$ cat config.mk
export PLATFORM = sky130hd
export DESIGN_NAME = burst_seq
export DESIGN_NICKNAME = d
export VERILOG_FILES = /design/src/rtl/burst_seq_pkg.sv /design/src/rtl/burst_seq_ctrl.sv /design/src/rtl/burst_seq_dp.sv /design/src/rtl/burst_seq.sv
export SDC_FILE = /design/constraint.sdc
export NUM_CORES = 1
export LEC_CHECK = 0
export ABC_AREA = 1
export BUFFER_PORTS_ARGS = -buffer_cell sky130_fd_sc_hd__buf_4
export CAP_MARGIN = 20
export CORE_ASPECT_RATIO = 1.5
export CORE_UTILIZATION = 44
export CTS_CLUSTER_DIAMETER = 100
export DETAILED_ROUTE_END_ITERATION = 12
export GPL_TIMING_DRIVEN = 0
export PLACE_DENSITY = 0.75
export SLEW_MARGIN = 20
export SYNTH_ARGS = -nofsm -noshare
export SYNTH_HDL_FRONTEND = slang
export SYNTH_SLANG_ARGS = --single-unit
$ cat constraint.sdc
create_clock -name clk -period 1.2 [get_ports clk]
set_input_delay 0.24 -clock clk [delete_from_list [all_inputs] [get_ports clk]]
set_output_delay 0.24 -clock clk [all_outputs]
set_load 0.03 [all_outputs]
$ cat src/rtl/burst_seq_pkg.sv
package burst_seq_pkg;

  // Per-cycle commands from the control module to the datapath.
  typedef struct packed {
    logic load;  // capture the external address
    logic step;  // move to the next beat of the burst
  } seqCtl_t;

  typedef enum logic {
    ORDER_LINEAR     = 1'b0,
    ORDER_INTERLEAVE = 1'b1
  } burstOrder_t;

endpackage

$ cat src/rtl/burst_seq_ctrl.sv
module burst_seq_ctrl
  import burst_seq_pkg::*;
(
  input  logic    loadStrobeHost,
  input  logic    loadStrobeCtrl,
  input  logic    advance,
  output seqCtl_t ctl
);

  logic anyStrobe;

  // Either strobe starts a new burst, and a load always takes
  // priority over stepping the current burst.
  always_comb begin
    anyStrobe = loadStrobeHost | loadStrobeCtrl;
    ctl.load  = anyStrobe;
    ctl.step  = advance & ~anyStrobe;
  end

endmodule

$ cat src/rtl/burst_seq_dp.sv
module burst_seq_dp
  import burst_seq_pkg::*;
#(
  parameter int ADDR_W = 20,
  parameter int CNT_W  = 2
) (
  input  logic              clk,
  input  logic              rstN,
  input  logic [ADDR_W-1:0] addrIn,
  input  logic              interleaveSel,
  input  seqCtl_t           ctl,
  output logic [ADDR_W-1:0] curAddr
);

  localparam int UPPER_W = ADDR_W - CNT_W;

  burstOrder_t       order;
  logic [CNT_W-1:0]  baseLow;
  logic [CNT_W-1:0]  beatCnt;
  logic [CNT_W-1:0]  nextBeat;
  logic [CNT_W-1:0]  linLow;
  logic [CNT_W-1:0]  ilvLow;
  logic [CNT_W-1:0]  nextLow;

  assign order    = burstOrder_t'(interleaveSel);
  assign nextBeat = beatCnt + 1'b1;
  assign linLow   = baseLow + nextBeat;

  // The interleaved order needs one XOR gate per counter bit.
  for (genvar g = 0; g < CNT_W; g++) begin : g_ilv
    assign ilvLow[g] = baseLow[g] ^ nextBeat[g];
  end

  assign nextLow = (order == ORDER_INTERLEAVE) ? ilvLow : linLow;

  always_ff @(posedge clk) begin
    if (!rstN) begin
      baseLow <= '0;
      beatCnt <= '0;
      curAddr <= '0;
    end else if (ctl.load) begin
      baseLow <= addrIn[CNT_W-1:0];
      beatCnt <= '0;
      curAddr <= addrIn;
    end else if (ctl.step) begin
      beatCnt              <= nextBeat;
      curAddr[CNT_W-1:0]   <= nextLow;
    end
  end

  // a load presents the captured address in the next cycle.
  p_load_r2: assert property (@(posedge clk) disable iff (!rstN)
    ctl.load |=> curAddr == $past(addrIn));

  // with no command, the address stays where it is.
  p_hold_r7: assert property (@(posedge clk) disable iff (!rstN)
    (!ctl.load && !ctl.step) |=> $stable(curAddr));

  // a step never touches the upper address bits.
  p_upper_r6: assert property (@(posedge clk) disable iff (!rstN)
    ctl.step |=> curAddr[ADDR_W-1:CNT_W] == $past(curAddr[ADDR_W-1:CNT_W]));

  // in linear order, each step adds one to the low bits.
  p_linear_r4: assert property (@(posedge clk) disable iff (!rstN)
    (ctl.step && !interleaveSel) |=>
      curAddr[CNT_W-1:0] == CNT_W'($past(curAddr[CNT_W-1:0]) + 1'b1));

  // in interleaved order, bit 0 toggles on every step.
  p_interleave_r5: assert property (@(posedge clk) disable iff (!rstN)
    (ctl.step && interleaveSel) |=>
      curAddr[0] != $past(curAddr[0]));

  logic [UPPER_W-1:0] unusedUpper;
  assign unusedUpper = '0;

endmodule

$ cat src/rtl/burst_seq.sv
module burst_seq
  import burst_seq_pkg::*;
#(
  parameter int ADDR_W = 20,
  parameter int CNT_W  = 2
) (
  input  logic              clk,
  input  logic              rstN,
  input  logic [ADDR_W-1:0] addrIn,
  input  logic              loadStrobeHost,
  input  logic              loadStrobeCtrl,
  input  logic              advance,
  input  logic              interleaveSel,
  output logic [ADDR_W-1:0] burstAddr
);

  seqCtl_t ctl;

  burst_seq_ctrl i_ctrl (
    .loadStrobeHost (loadStrobeHost),
    .loadStrobeCtrl (loadStrobeCtrl),
    .advance        (advance),
    .ctl            (ctl)
  );

  burst_seq_dp #(
    .ADDR_W (ADDR_W),
    .CNT_W  (CNT_W)
  ) i_dp (
    .clk           (clk),
    .rstN          (rstN),
    .addrIn        (addrIn),
    .interleaveSel (interleaveSel),
    .ctl           (ctl),
    .curAddr       (burstAddr)
  );

  // a strobe together with advance still loads the new address.
  p_strobe_wins_r8: assert property (@(posedge clk) disable iff (!rstN)
    ((loadStrobeHost || loadStrobeCtrl) && advance) |=> burstAddr == $past(addrIn));

  // the second strobe loads on its own as well.
  p_ctrl_load_r3: assert property (@(posedge clk) disable iff (!rstN)
    loadStrobeCtrl |=> burstAddr == $past(addrIn));

endmodule

# Word level (Yosys, flattened, before mapping)
# Cells that the tools add are included.
[classes]
addsub = 2
muxes = 3
n_bitwise = 6
reduce_logical = 2
[ops]
columns = ["op", "count"]
rows = [
  ["$mux W2", 3],
  ["$add A2 B1 Y2 const B", 1],
  ["$add A2 B2 Y2", 1],
  ["$not A1 Y1", 2],
  ["$reduce_bool A2 Y1", 1],
  ["$reduce_or A2 Y1", 1],
  ["$xor A1 B1 Y1", 2],
  ["$and A1 B1 Y1", 1],
  ["$or A1 B1 Y1", 1],
]
[totals]
reg_bits = 24
inputBits = 26
output_inout_bits = 20
word_cells = 17

# Depth between registers and ports, before layout
[logic_depth]
word_depth = 5
mapped_depth = 8
depth_no_buf = 8

# Cells and area by module
# From an unflattened synthesis, not the netlist that was laid out.
[unflattened]
cells_unflattened = 123
hier_area_um2 = 969.7
[by_module_without_submodules]
columns = ["mod", "instances", "cells_each", "area_per_inst_um2"]
rows = [
  ["burst_seq_dp", 1, 117, 938.4],
  ["burst_seq_ctrl", 1, 6, 31.3],
]

# Worst setup path after synthesis
# OpenSTA, ideal clock, no wires.
[synth_path]
path_type = "reg2reg"
startpoint = "register i_dp.beatCnt[0]"
endpoint = "register i_dp.curAddr[1]"
setup_time_ns = 0.070
arrival_time_ns = 0.934
slack_ns = 0.197
path_stages_with_launch = 8
path_buffers = 0
synth_period_minus_slack_ns = 1.003
cell_sequence = "dfxtp_1 > inv_1 > ha_1 > nand2_1 > nand2_1 > nand3_1 > nand3_1 > a21oi_1"
[synth_between]
elab_chain_len = 5
elab_cells_between_ends = 6
[synth_lines]
columns = ["item", "line_no", "text"]
rows = [
  ["from (decl)", "burst_seq_dp.sv:19", "logic [CNT_W-1:0] beatCnt;"],
  ["from (signal assigned)", "burst_seq_dp.sv:46", "beatCnt <= nextBeat;"],
  ["$add A2 B1 Y2", "burst_seq_dp.sv:26", "assign nextBeat = beatCnt + 1'b1;"],
  ["net i_dp.nextBeat[0]", "burst_seq_dp.sv:20", "logic [CNT_W-1:0] nextBeat;"],
  ["$add A2 B2 Y2", "burst_seq_dp.sv:27", "assign linLow = baseLow + nextBeat;"],
  ["$mux W2", "burst_seq_dp.sv:34", "assign nextLow = (order == ORDER_INTERLEAVE) ? ilvLow : linLow;"],
  ["$mux W2", "burst_seq_dp.sv:45", "end else if (ctl.step) begin"],
  ["$mux W2", "burst_seq_dp.sv:41", "end else if (ctl.load) begin"],
  ["to (signal assigned)", "burst_seq_dp.sv:44", "curAddr <= addrIn;"],
  ["to (signal, indexed assignment)", "burst_seq_dp.sv:47", "curAddr[CNT_W-1:0] <= nextLow;"],
  ["to (decl)", "burst_seq_dp.sv:12", "output logic [ADDR_W-1:0] curAddr"],
]
# The timed path passes the listed nets, and every way through them passes these cells. The select of a mux whose other input is x is not followed.
# A chain may end at the register's enable or synchronous reset.

# Worst setup path after layout
# Same ends and word-level chain as after synthesis.

==> flow_results.org <==
** Status
- The run finished with clean final reports.

** Cells and area
- Leading cell type in the layout, fill and taps excluded :: buf_4
- Commonest cells after routing, fill and taps aside :: buf_4, nor2_1, dfxtp_1, o21ai_0, nand2_1
- Fill cells in the final layout number 192.
- Post-synthesis to final-layout area growth :: 41.9%
- Final #Nets :: 201
- The number of antenna diodes in the final layout is 0.
- Post-layout instance count excluding filler cells :: about 190
- Of the cells placed in the final design, the portion with a size suffix greater than 1 is 0.331.

** Floorplan
- 46 I/O pins were placed.
- Die outline area :: 2320 µm²
- Core Box Area :: 2000 µm²
- Number of standard-cell rows in the floorplan :: 20
- The initial utilization of the core area, before any placement, comes to 0.467.
- The floorplan step set the die height to 58.4 µm.
- Horizontal die dimension :: 39.6 µm

** Yosys
- Average cell area after synthesis :: 7.54 µm²
- After synthesis the netlist holds a flip-flop and latch count of 24.
- Number of standard cells after synthesis :: approximately 120
- Number of distinct standard cells referenced by the synthesized netlist :: 16
- Yosys printed 0 warnings.
- For this run, the register share of the synthesized area comes to 0.514.
- Cell area after technology mapping :: 935 µm²
- Of the post-synthesis cell area, the dominant cell type holds 0.514.
- When the netlist entered floorplanning its net count stood at roughly 150.
- Cell type contributing the most total cell area after synthesis :: dfxtp_1
- By area the synthesized netlist is led by dfxtp_1, nor2_1, o21ai_0.

** Setup path
- The worst setup path is of the flop to flop kind.
- Arrival time at the worst endpoint :: 1.33 ns
- Of all nets on the critical path, the largest fanout is 3.
- STA puts the critical path data required time at between 1 and 1.5 ns.
- CP Launch Type :: flop
- The worst setup path is captured at a flop.
- Setup slack of the most critical reg-to-reg path :: between 0.1 and 0.15 ns

** Pwr
- Net switching component of the power :: 0.000452 W
- Share of power burned in the clock network :: 0.209
- Total power for the finished layout comes to 0.00158 W.
- LEAKAGE :: 0.677 nW
- Power Density :: 1190 nW/µm²
- Combinational power share :: 0.235
- Cell Int Power :: approximately 0.0011 W
- Switching share of total power :: 0.286
- IR Drop Worst-Case VDD :: ~0.0008 V
- The share of total power dissipated in sequential elements is 0.556.

** Timing
- Relative slew margins :: 0.761
- Once routing completed, OpenROAD measured the worst setup slack at 0.112 ns.
- At the pin with the least slew margin, the transition time is 0.359 ns.
- Time the final worst path needs with I/O delays and setup :: around 1.1 ns
- The max-slew violation total from the final report came to 0.
- The number of hold-slack violations in the final timing report is 0.
- Final Skew :: approximately 0.0054 ns
- Of the available clock period, the critical path in the final layout requires 0.907.
- Total Negative Setup Slacks :: 0 ns
- Maximum frequency from static timing analysis :: just over 900 MHz
- Setup repair after global routing missed its margin :: no
- Setup violations remaining at the end of the flow were counted as 0.

** Flow run
- Max-cap violations in this run came to 0.

** Route
- Drt drc :: 0
- Antenna Nets Post-Route :: 0
- Vias post-DR :: ~950
- For this block, the routed nets add up to just over 2000 µm of wire.
- Drt wl/cell :: between 10 and 15 µm
- Using the TritonRoute via totals, the vias-per-cell ratio works out to 4.92.
- Number of iterations in the first detailed-routing pass :: 4
- The detailed router finished its first iteration with 16 violations.

** Clocking
- CTS tree :: built
- Root buffer selected by CTS :: clkbuf_4
- Number of buffers between clock root and the deepest sink :: 2
- Clock-pin slew was measured on the worst setup and hold paths at roughly 0.12 ns.
- The tree built by TritonCTS fans out to 24 sinks.
- Clock latency on the worst-skew pair, taken at its later pin, is ~0.3 ns.
- Quantity of hold-fixing buffers added after cts :: 0
- The number of clock buffers added by TritonCTS is 3.
- After clock tree synthesis, the repair step resized 0 gates.
- CTS built an H-tree with a depth of 1.
- The number of setup buffers added after CTS is 0.

** Min path
- The min-delay analysis places its worst path in the category input port to flop.

** GRT
- The via count of the first global-routing pass was 854.
- Tot GR Track Use :: 0.203
- First-pass GRT wire length :: ~3300 µm
- Entering global routing, the biggest net connects 13 pins.
- The initial antenna violation count came to 0.
- Global routing finished with a remaining overflow of 0.

** Place
- At the placement stage, the worst setup path has a slack of around 0.053 ns.
- The count of buffers added on input and output ports is 45.
- In this run, placement finished with an instance count of between 150 and 200.
- Final GP Congestion :: about 0.7
- After legalization and detailed placement, the total HPWL measured 1660 µm.
==> power groups by stage <==
stage          logic (W)  registers, W  clock network (W)
3_5_place_dp    0.000375      0.000899                  0
2_1_floorplan   0.000110      0.000993                  0
5_1_grt         0.000406      0.000887           0.000384
4_1_cts         0.000375      0.000881           0.000345
3_3_place_gp    0.000365      0.000895                  0
6_report        0.000372      0.000880           0.000331
==> Yosys cell counts (all sizes together) <==
cell type and number:
nor2 39, o21ai 21, inv 9, clkbuf 1, buf 4, o211ai 1
a21oi 6, dfxtp 24, nand3 4, ha 1, nand2 14
==> cells by family after synthesis <==
family	count (synthesis)	synth area share
AND/OR/NAND/NOR	57	0.242
buffers and inverters	14	0.0776
adder cells (fa/ha/maj)	1	0.0134
AO/OA/AOI/OAI	28	0.153
flip-flops	24	0.514
==> final timing paths <==
check	from	end	depth (start not counted)
worst min register to register	i_dp.beatCnt[0]$_SDFFE_PP0P_	i_dp.beatCnt[0]$_SDFFE_PP0P_	2
worst max-delay path	i_dp.beatCnt[0]$_SDFFE_PP0P_	i_dp.curAddr[1]$_SDFFE_PN0P_	8
worst max register to register	i_dp.beatCnt[0]$_SDFFE_PP0P_	i_dp.curAddr[1]$_SDFFE_PN0P_	8
worst min-delay path	advance	i_dp.beatCnt[1]$_SDFFE_PP0P_	2
==> critical path, cell delays in order (launching register included) <==
cell     delay, ns
dfxtp_2       0.35
inv_2         0.07
ha_2          0.17
nand2_1       0.05
nand2_1       0.07
nand2_1       0.05
nand2_1       0.05
nand3_1       0.06
a21oi_1       0.14
==> stage by stage <==
stage               hold slack (ns)  utilization  instance area [µm²]
global route                  0.110        0.663                 1330
finish                        0.128        0.663                 1330
detailed placement            0.454        0.649                 1300
CTS                           0.120        0.661                 1320
floorplan                     0.330            -                  935
global placement              0.444        0.649                 1300
==> registers in the layout, summed over array words and instances (netlist names) <==
| name | flops |
|---|---|
| i_dp.baseLow | 2 |
| i_dp.beatCnt | 2 |
| i_dp.curAddr | 20 |
==> area by class of cell <==
class,instances,area (µm²),share of cell area
plain buffers,5,38.8,0.0292
clock buffers,3,22.5,0.0170
inverters,9,33.8,0.0255
multi-input cells,86,384,0.290
flip-flops and latches,24,482,0.363
well taps,22,27.5,0.0208
repair buffers,45,338,0.255
==> per-layer routing <==
| layer | global-route usage | part of all wire | vias to the layer above |
|---|---|---|---|
| li1 | - | - | 497 |
| met1 | 0.212 | 0.39 | 435 |
| met2 | 0.370 | 0.57 | 20 |
| met3 | 0.0226 | 0.035 | 2 |
| met4 | 0.103 | 0.0077 | 0 |
| met5 | 0 | 0 | - |
No activity file was read; power rests on OpenSTA's default activity.
